===== config.mk =====
export PLATFORM = sky130hd
export DESIGN_NAME = readout_chain
export DESIGN_NICKNAME = d
export VERILOG_FILES = /design/src/rtl/readout_pkg.sv /design/src/rtl/readout_seq.sv /design/src/rtl/readout_column.sv /design/src/rtl/readout_chain.sv
export SDC_FILE = /design/constraint.sdc
export NUM_CORES = 2
export LEC_CHECK = 0
export ABC_AREA = 1
export BUFFER_PORTS_ARGS = -buffer_cell sky130_fd_sc_hd__buf_2
export CORE_AREA = 4 4 400 402
export DETAILED_ROUTE_END_ITERATION = 10
export DIE_AREA = 0 0 404 406
export GPL_TIMING_DRIVEN = 0
export PLACE_DENSITY = 0.58
export SYNTH_ARGS = -nofsm -noshare
export SYNTH_HDL_FRONTEND = slang
export SYNTH_SLANG_ARGS = --single-unit

===== constraint.sdc =====
create_clock -name clk -period 1.4 [get_ports clk]
set_input_delay 0.14 -clock clk [delete_from_list [all_inputs] [get_ports clk]]
set_output_delay 0.14 -clock clk [all_outputs]
set_load 0.02 [all_outputs]

===== src/rtl/readout_pkg.sv =====
package readout_pkg;
    typedef enum logic {
        ST_IDLE  = 1'b0,
        ST_SHIFT = 1'b1
    } seq_state_t;
endpackage


===== src/rtl/readout_seq.sv =====
module readout_seq
    import readout_pkg::*;
#(
    parameter int NROWS = 256,
    parameter int GROUP = 8,
    parameter int ERR_W = 8
) (
    input  logic             clk,
    input  logic             rst_n,
    input  logic             load,
    input  logic             mode_grp,
    output logic             busy,
    output logic             cap,
    output logic             shf,
    output logic             mode_eff,
    output logic [ERR_W-1:0] err_cnt
);
    localparam int NGRP = NROWS / GROUP;
    localparam int CW   = (NROWS > 1) ? $clog2(NROWS) : 1;

    seq_state_t       state, state_nxt;
    logic [CW-1:0]    cnt;
    logic             mode_q;

    always_ff @(posedge clk) begin
        if (!rst_n) state <= ST_IDLE;
        else        state <= state_nxt;
    end

    always_comb begin
        state_nxt = state;
        unique case (state)
            ST_IDLE:  if (load) state_nxt = ST_SHIFT;
            ST_SHIFT: if (cnt == '0) state_nxt = ST_IDLE;
        endcase
    end

    always_comb begin
        busy     = (state == ST_SHIFT);
        cap      = (state == ST_IDLE) && load;
        shf      = (state == ST_SHIFT);
        mode_eff = cap ? mode_grp : mode_q;
    end

    always_ff @(posedge clk) begin
        if (!rst_n) begin
            cnt     <= '0;
            mode_q  <= 1'b0;
            err_cnt <= '0;
        end else begin
            if (cap) begin
                cnt    <= mode_grp ? CW'(NGRP - 1) : CW'(NROWS - 1);
                mode_q <= mode_grp;
            end else if (shf && cnt != '0) begin
                cnt <= cnt - 1'b1;
            end
            if (load && state == ST_SHIFT)
                err_cnt <= err_cnt + 1'b1;
        end
    end
endmodule


===== src/rtl/readout_column.sv =====
module readout_column #(
    parameter int NROWS = 256,
    parameter int GROUP = 8
) (
    input  logic             clk,
    input  logic             rst_n,
    input  logic             cap,
    input  logic             shf,
    input  logic             mode_eff,
    input  logic [NROWS-1:0] hits,
    output logic             dout
);
    localparam int NGRP = NROWS / GROUP;

    logic [NROWS-1:0] stage;
    logic [NROWS-1:0] trk_nxt;
    logic [NROWS-1:0] grp_nxt;
    logic [NROWS-1:0] grp_ld;

    for (genvar g = 0; g < NGRP; g++) begin : g_grp
        for (genvar r = 0; r < GROUP; r++) begin : g_row
            localparam int IDX = g * GROUP + r;
            if (IDX == NROWS - 1) begin : g_tend
                assign trk_nxt[IDX] = 1'b0;
            end else begin : g_tmid
                assign trk_nxt[IDX] = stage[IDX + 1];
            end
            if (r != 0) begin : g_skip
                assign grp_nxt[IDX] = 1'b0;
                assign grp_ld[IDX]  = 1'b0;
            end else begin : g_top
                assign grp_ld[IDX] = |hits[IDX +: GROUP];
                if (g == NGRP - 1) begin : g_gend
                    assign grp_nxt[IDX] = 1'b0;
                end else begin : g_gmid
                    assign grp_nxt[IDX] = stage[IDX + GROUP];
                end
            end
        end
    end

    always_ff @(posedge clk) begin
        if (!rst_n)   stage <= '0;
        else if (cap) stage <= mode_eff ? grp_ld : hits;
        else if (shf) stage <= mode_eff ? grp_nxt : trk_nxt;
    end

    assign dout = stage[0];
endmodule


===== src/rtl/readout_chain.sv =====
module readout_chain #(
    parameter int NCOLS = 4,
    parameter int NROWS = 256,
    parameter int GROUP = 8,
    parameter int ERR_W = 8
) (
    input  logic                   clk,
    input  logic                   rst_n,
    input  logic                   mode_grp,
    input  logic                   load,
    input  logic [NCOLS*NROWS-1:0] hits,
    output logic [NCOLS-1:0]       ser_out,
    output logic                   busy,
    output logic [ERR_W-1:0]       err_cnt
);
    logic cap, shf, mode_eff;
    logic [NCOLS-1:0] col_dout;

    readout_seq #(.NROWS(NROWS), .GROUP(GROUP), .ERR_W(ERR_W)) u_seq (
        .clk(clk), .rst_n(rst_n), .load(load), .mode_grp(mode_grp),
        .busy(busy), .cap(cap), .shf(shf), .mode_eff(mode_eff),
        .err_cnt(err_cnt)
    );

    for (genvar c = 0; c < NCOLS; c++) begin : g_col
        readout_column #(.NROWS(NROWS), .GROUP(GROUP)) u_col (
            .clk(clk), .rst_n(rst_n), .cap(cap), .shf(shf),
            .mode_eff(mode_eff), .hits(hits[c*NROWS +: NROWS]),
            .dout(col_dout[c])
        );
    end

    assign ser_out = busy ? col_dout : '0;
endmodule


* Yosys cells after proc, flatten, opt, wreduce, memory -nomap -nowiden
Cells that the tools add are included.
Storage, ports and cells: flip-flop bits (word level) 1042, input bits 1028, output and inout port bits 13, logic and storage cells 170
Cells by class: add/sub/neg operators 2, muxes and demuxes 24, bitwise operators 1, reduce and logical (&&, ||, !) cells 135
Operators with widths (number):
- $mux W256 | 12
- $reduce_or A8 Y1 | 128
- $mux W255 | 4
- $mux W8 | 3
- $add A8 B1 Y8 const B | 1
- $logic_not A8 Y1 | 1
- $reduce_bool A8 Y1 | 1
- $sub A8 B1 Y8 const B | 1
- $mux W4 | 1
- $reduce_bool A2 Y1 | 2
- $logic_and A1 B1 Y1 | 3
- $mux W1 | 3
- $pmux W1 S2 | 1
- $not A1 Y1 | 1

* Logic depth before layout (Yosys ltp)
word-level depth 6, gate-level depth with buffers 12, depth with buffers taken out 10

* Modules after synthesis
A second synthesis with hierarchy kept.
Second synthesis, totals: cells, all modules 8621, area, all modules 53839.1 sq um
By module, submodules not included:
- readout_column | instances 4, cells an instance 2113, area an instance 13186.4 sq um, sequential area each 5124.9 sq um
- readout_seq | instances 1, cells an instance 161, area an instance 1063.5 sq um, sequential area each 360.3 sq um
- readout_chain | instances 1, cells an instance 8, area an instance 30.0 sq um, sequential area each 0.0 sq um

* Worst setup path after synthesis
OpenSTA, ideal clock, no wires.
path type register to register, start register u_seq.state, in the netlist u_seq.busy, end register g_col[2].u_col.stage[0], setup time 0.128 ns, arrival 1.546 ns, slack -0.273 ns, cell stages (with the launch flop) 13, clock period less this slack 1.673 ns, cell sequence dfxtp_1 buf_4 inv_4 nand2_4 nand2_4 nand2_4 buf_4 buf_2 nand2_1 nand3_1 nand2_1 nor2_1 nor2_1
On the way: longest elaborated chain between the ends 6, elaborated cells between the ends (all ways) 8, those cells by class mux (5); bitwise (1); reduce/logical (2)
RTL lines:
- from (decl) | RTL line readout_seq.sv:21 | seq_state_t state, state_nxt;
- from (signal assigned) | RTL line readout_seq.sv:27 | else state <= state_nxt;
- $not A1 Y1 | RTL line readout_seq.sv:40 | cap = (state == ST_IDLE) && load;
- $logic_and A1 B1 Y1 | RTL line readout_seq.sv:40
- $mux W1 | RTL line readout_seq.sv:42 | mode_eff = cap ? mode_grp : mode_q;
- $mux W255 | RTL line readout_column.sv:45 | else if (shf) stage <= mode_eff ? grp_nxt : trk_nxt;
- $mux W256 | RTL line readout_column.sv:45
- $mux W256 | RTL line readout_column.sv:44 | else if (cap) stage <= mode_eff ? grp_ld : hits;
- to (signal assigned) | RTL line readout_column.sv:44
- to (signal assigned) | RTL line readout_column.sv:45
- to (decl) | RTL line readout_column.sv:15 | logic [NROWS-1:0] stage;
Parallel ways exist; a longest one is shown, timed or not. The select of a mux whose other input is x is not followed. A chain may end at the register's enable or synchronous reset.

* Worst setup path in the final report
start register u_seq.state, in the netlist u_seq.busy, end output port ser_out[2]
On the way: longest elaborated chain between the ends 1
RTL lines:
- $mux W4 | RTL line readout_chain.sv:33 | assign ser_out = busy ? col_dout : '0;
- to (decl) | RTL line readout_chain.sv:12 | output logic [NCOLS-1:0] ser_out,
No other way between the ends.

==> results.md <==
- The flow ran to the end, but the final reports show violations.
- The final reports fail on negative setup slack.
- The fraction of the mapped netlist area in adder cells is 0.0674%.
- The portion of synthesized cell area occupied by the leading cell type is 37.4%.
- For the worst setup path, the data arrival time is 2020 ps.
- The final setup violation count is 1052.
- The number of synthesis warnings is 0.
- The signal on the critical path passes through buf_12 > clkbuf_16 > buf_12 > clkbuf_16 > nand2_4 > inv_2 > buf_6.
- In this run the clock root is driven by a sky130_fd_sc_hd__clkbuf_16.
- The setup check on the worst reg-to-reg path leaves a slack of -720 ps.
- After the first detailed-routing iteration, the DRC count stood at 7815.
- The most area-hungry cell type in the Yosys netlist is sky130_fd_sc_hd__dfxtp_1.
- In this run the mean area of a mapped cell was 6.33 um^2.
- The number of detailed-routing iterations run before antenna repair is 6.
- The final worst slack is -760 ps.
- Summing every instance area after synthesis gives 55700 um^2.
- For this run the aggregate overflow at the end of global routing stands at 0.
- The standard cell core area is 156000 um^2.
- The die covers 164000 um^2.
- The clock-pin slew of the registers on the worst-case setup and hold paths is 60 ps.
- Of the synthesized area, sequential elements account for 37.4%.
- Excluding fillers, the count of instances in the completed layout stands at 13.4k.
- The path category of the worst min-delay check is input pin to flip-flop.
- The TritonCTS buffer count is 120.
- Setup repair after global routing could not meet its margin everywhere.
- The library cell used most frequently in the layout, excluding fill and tap cells, is sky130_fd_sc_hd__inv_1.
- The routed length per instance is 23.1 um.
- The end of the worst register-to-register path is g_col[0].u_col.stage[216]$_SDFFE_PN0P_.
- The number of rows in the core area is 145.
- The vertical die dimension is 406 um.
- Counting every sink on the clock net gives 1042.
- The critical path required time is 1260 ps.
- The number of buffers and inverters on the critical path is 6.
- The area overhead of the layout relative to synthesis is 56.0%.
- The depth of the most critical reg-to-reg path is 13.
- The maximum number of pins on one net before global-route repair is 18.
- The beginning of the worst register-to-register path is u_seq.busy$_SDFF_PN0_.
- The capturing element type of the critical path is a primary output.
- The netlist uses 28 different library cells.
- Of the available clock period, the critical path in the final layout requires 154%.
- The maximum resistive drop on vdd is 1.27 mV.
- The number of antenna violations at the first check in global routing is 63.
- The delay of the slowest cell on the worst path is 360 ps.
- The detail route stage leaves a number of antenna-violating nets equal to 0.
- 1041 I/O pins were placed.
- The average via count per standard cell is 5.28.
- In this run, synthesis produced a sequential element count of 1042.
- The type of element launching the critical path is a flip-flop.
- The leakage power is 43.9 nW.
- The worst pin sits at a relative slew slack of 9.24%.
- The combinational family with the most area after synthesis is compound AO/OA/AOI/OAI gates.
- The count of pins over their slew limit is 0.
- The worst hold path passes through 5 cells.
- The overall power consumption is 0.0915 W.
- Based on the critical path, the design can be clocked at up to 0.463 GHz.
- The congestion estimate from routability-driven global placement came to 0.998.
- The share of final-layout standard cells stronger than drive strength 1 is 21.5%.
- The CTS H-tree depth is 3.
- The slowest library cell on the worst path is sky130_fd_sc_hd__dfxtp_4.
- The global-route usage over all layers is 34.9%.
- The final hold violation count is 0.
- The startpoint identified for the worst hold timing path is hits[1020].
- The final worst clock skew is 39.6 ps.
- Final hold analysis gives a worst-case slack of 51.5 ps.
- The insertion delay to the later sink of the worst-skew pair is 760 ps.
- The share of the synthesized area in compound gates (AO/OA/AOI/OAI) is 28.9%.
- The total vias in the final route is 70.8k.
- The worst-margin pin slew is 1360 ps.
- The first global-routing pass estimated 428000 um of wire.
- The number of global-route vias before repair was 66.9k.
- Along the worst path, the maximum fanout reaches 9.
- The CTS tree is done.
- The width of the die is 404 um.
- The number of max-capacitance violations reported is 0.
- The post-synthesis xor/xnor area fraction is 0%.
- Yosys attributes the largest share of cell area to sky130_fd_sc_hd__dfxtp_1 37%, sky130_fd_sc_hd__inv_1 16%, sky130_fd_sc_hd__a21oi_1 9.2%, sky130_fd_sc_hd__o21ai_0 8.4%, sky130_fd_sc_hd__nand2_1 6.0%.
- The synthesized netlist devotes 12.1% of its cell area to simple gates.
- The power per standard cell area is 1050 nW/um^2.
- Once detailed placement completed, the half-perimeter wirelength came to 213000 um.
- The time the final worst path needs with I/O delays and setup is 2160 ps.
- For hold timing, the worst endpoint is g_col[3].u_col.stage[252]$_SDFFE_PN0P_.
- The detailed-route DRC error count is 0.
- The initial core utilization is 35.7%.
- The count of buffers from port buffering is 1038.
- The gate family responsible for the most delay along the worst path is buffers and inverters.
- In the synthesized netlist, the number of instances is 8806.
- The final layout contains 12.2k nets.
- In the synthesized netlist, mux cells make up 0% of the area.
- The critical path in this run is classified as flip-flop to primary output.
- For this run, the share of the core covered by cells in the final layout is 55.7%.
- The total placed cells including tap cells is 11.9k.
- The net count after synthesis is 9837.
- In the layout the commonest cells are 2440 x sky130_fd_sc_hd__inv_1, 1102 x sky130_fd_sc_hd__buf_2, 1041 x sky130_fd_sc_hd__dfxtp_1.
- The buffer levels on the longest clock path is 3.
- The total routed wirelength is 310000 um.
## per-stage QoR
step / setup TNS, ps / instance area (um^2) / setup WS [ps]
finish: -598230 / 86900 / -760
global route: -657990 / 86800 / -791
CTS: -580200 / 81900 / -805
detailed placement: -1259760 / 64200 / -1980
global placement: -1297420 / 64200 / -2460
floorplan: -53530 / 56400 / -79.2
## state kept, by name, indices dropped and copies added, names as in the netlist
name               count
g_col.u_col.stage   1024
u_seq.busy             1
u_seq.cnt              8
u_seq.err_cnt          8
u_seq.mode_q           1
## area by class of cell
type | instances | area (um^2)
Clock inverter | 34 | 497
Clock buffer | 180 | 3520
Timing Repair Buffer | 2283 | 19500
Tap cell | 2058 | 2570
Sequential cell | 1042 | 20900
Fill cell | 14600 | 69100
Buffer | 593 | 5140
Antenna cell | 56 | 140
Inverter | 2451 | 9230
Multi-Input combinational cell | 4708 | 25500
## worst min-delay path, delay by kind of cell
family,cells,cell delay [ps]
buffers and inverters,3,340
AO/OA/AOI/OAI,2,290
## worst max-delay path by stage
stage	from	endpoint	slack, ps	depth (start not counted)
3_5_place_dp	rst_n	g_col[2].u_col.stage[224]$_SDFFE_PN0P_	-1980	6
3_3_place_gp	rst_n	g_col[1].u_col.stage[72]$_SDFFE_PN0P_	-2460	6
5_1_grt	u_seq.busy$_SDFF_PN0_	ser_out[2]	-790	7
2_1_floorplan	u_seq.busy$_SDFF_PN0_	g_col[0].u_col.stage[20]$_SDFFE_PN0P_	-80	9
6_report	u_seq.busy$_SDFF_PN0_	ser_out[2]	-760	7
4_1_cts	u_seq.busy$_SDFF_PN0_	ser_out[3]	-800	7
## power breakdown
group	internal, W	switching [W]
registers	0.0323	0.000764
clock network	0.0190	0.0139
logic	0.0108	0.0148
total	0.0620	0.0295
## synth_stat cells, drive strengths merged
| master | count |
|---|---|
| a31o | 1 |
| o221ai | 65 |
| inv | 2451 |
| nand3 | 324 |
| nand2 | 899 |
| clkbuf | 281 |
| nor3 | 3 |
| o211ai | 65 |
| ha | 3 |
| buf | 325 |
| o21bai | 5 |
| nor2 | 451 |
| nand4 | 3 |
| a21oi | 1027 |
| o21ai | 1424 |
| o22ai | 437 |
| dfxtp | 1042 |
## per-layer routing
layer | wire (um) | vias to the layer above | GRT usage (%)
li1 | - | 32600 | -
met4 | 26400 | 30 | 25.6
met5 | 215 | - | 0
met3 | 28000 | 1263 | 8.22
met1 | 120000 | 33000 | 42.7
met2 | 135000 | 3884 | 53.5
## cells by family after synthesis
family | count (synthesis)
buffers and inverters | 3057
AOI/OAI and AO/OA | 3024
and+or+nand+nor | 1680
DFF | 1042
adders and majority gates | 3
## repair_timing
item                                     CTS  global route
gates resized for setup                  597          1036
pin swaps                                 77           195
cloned                                    31            68
setup buffers                             71            65
hold endpoints to repair                1025             0
endpoints found under the setup margin  1052          1052
hold buffers                            1023             0
(Power assumes the default switching activity.)
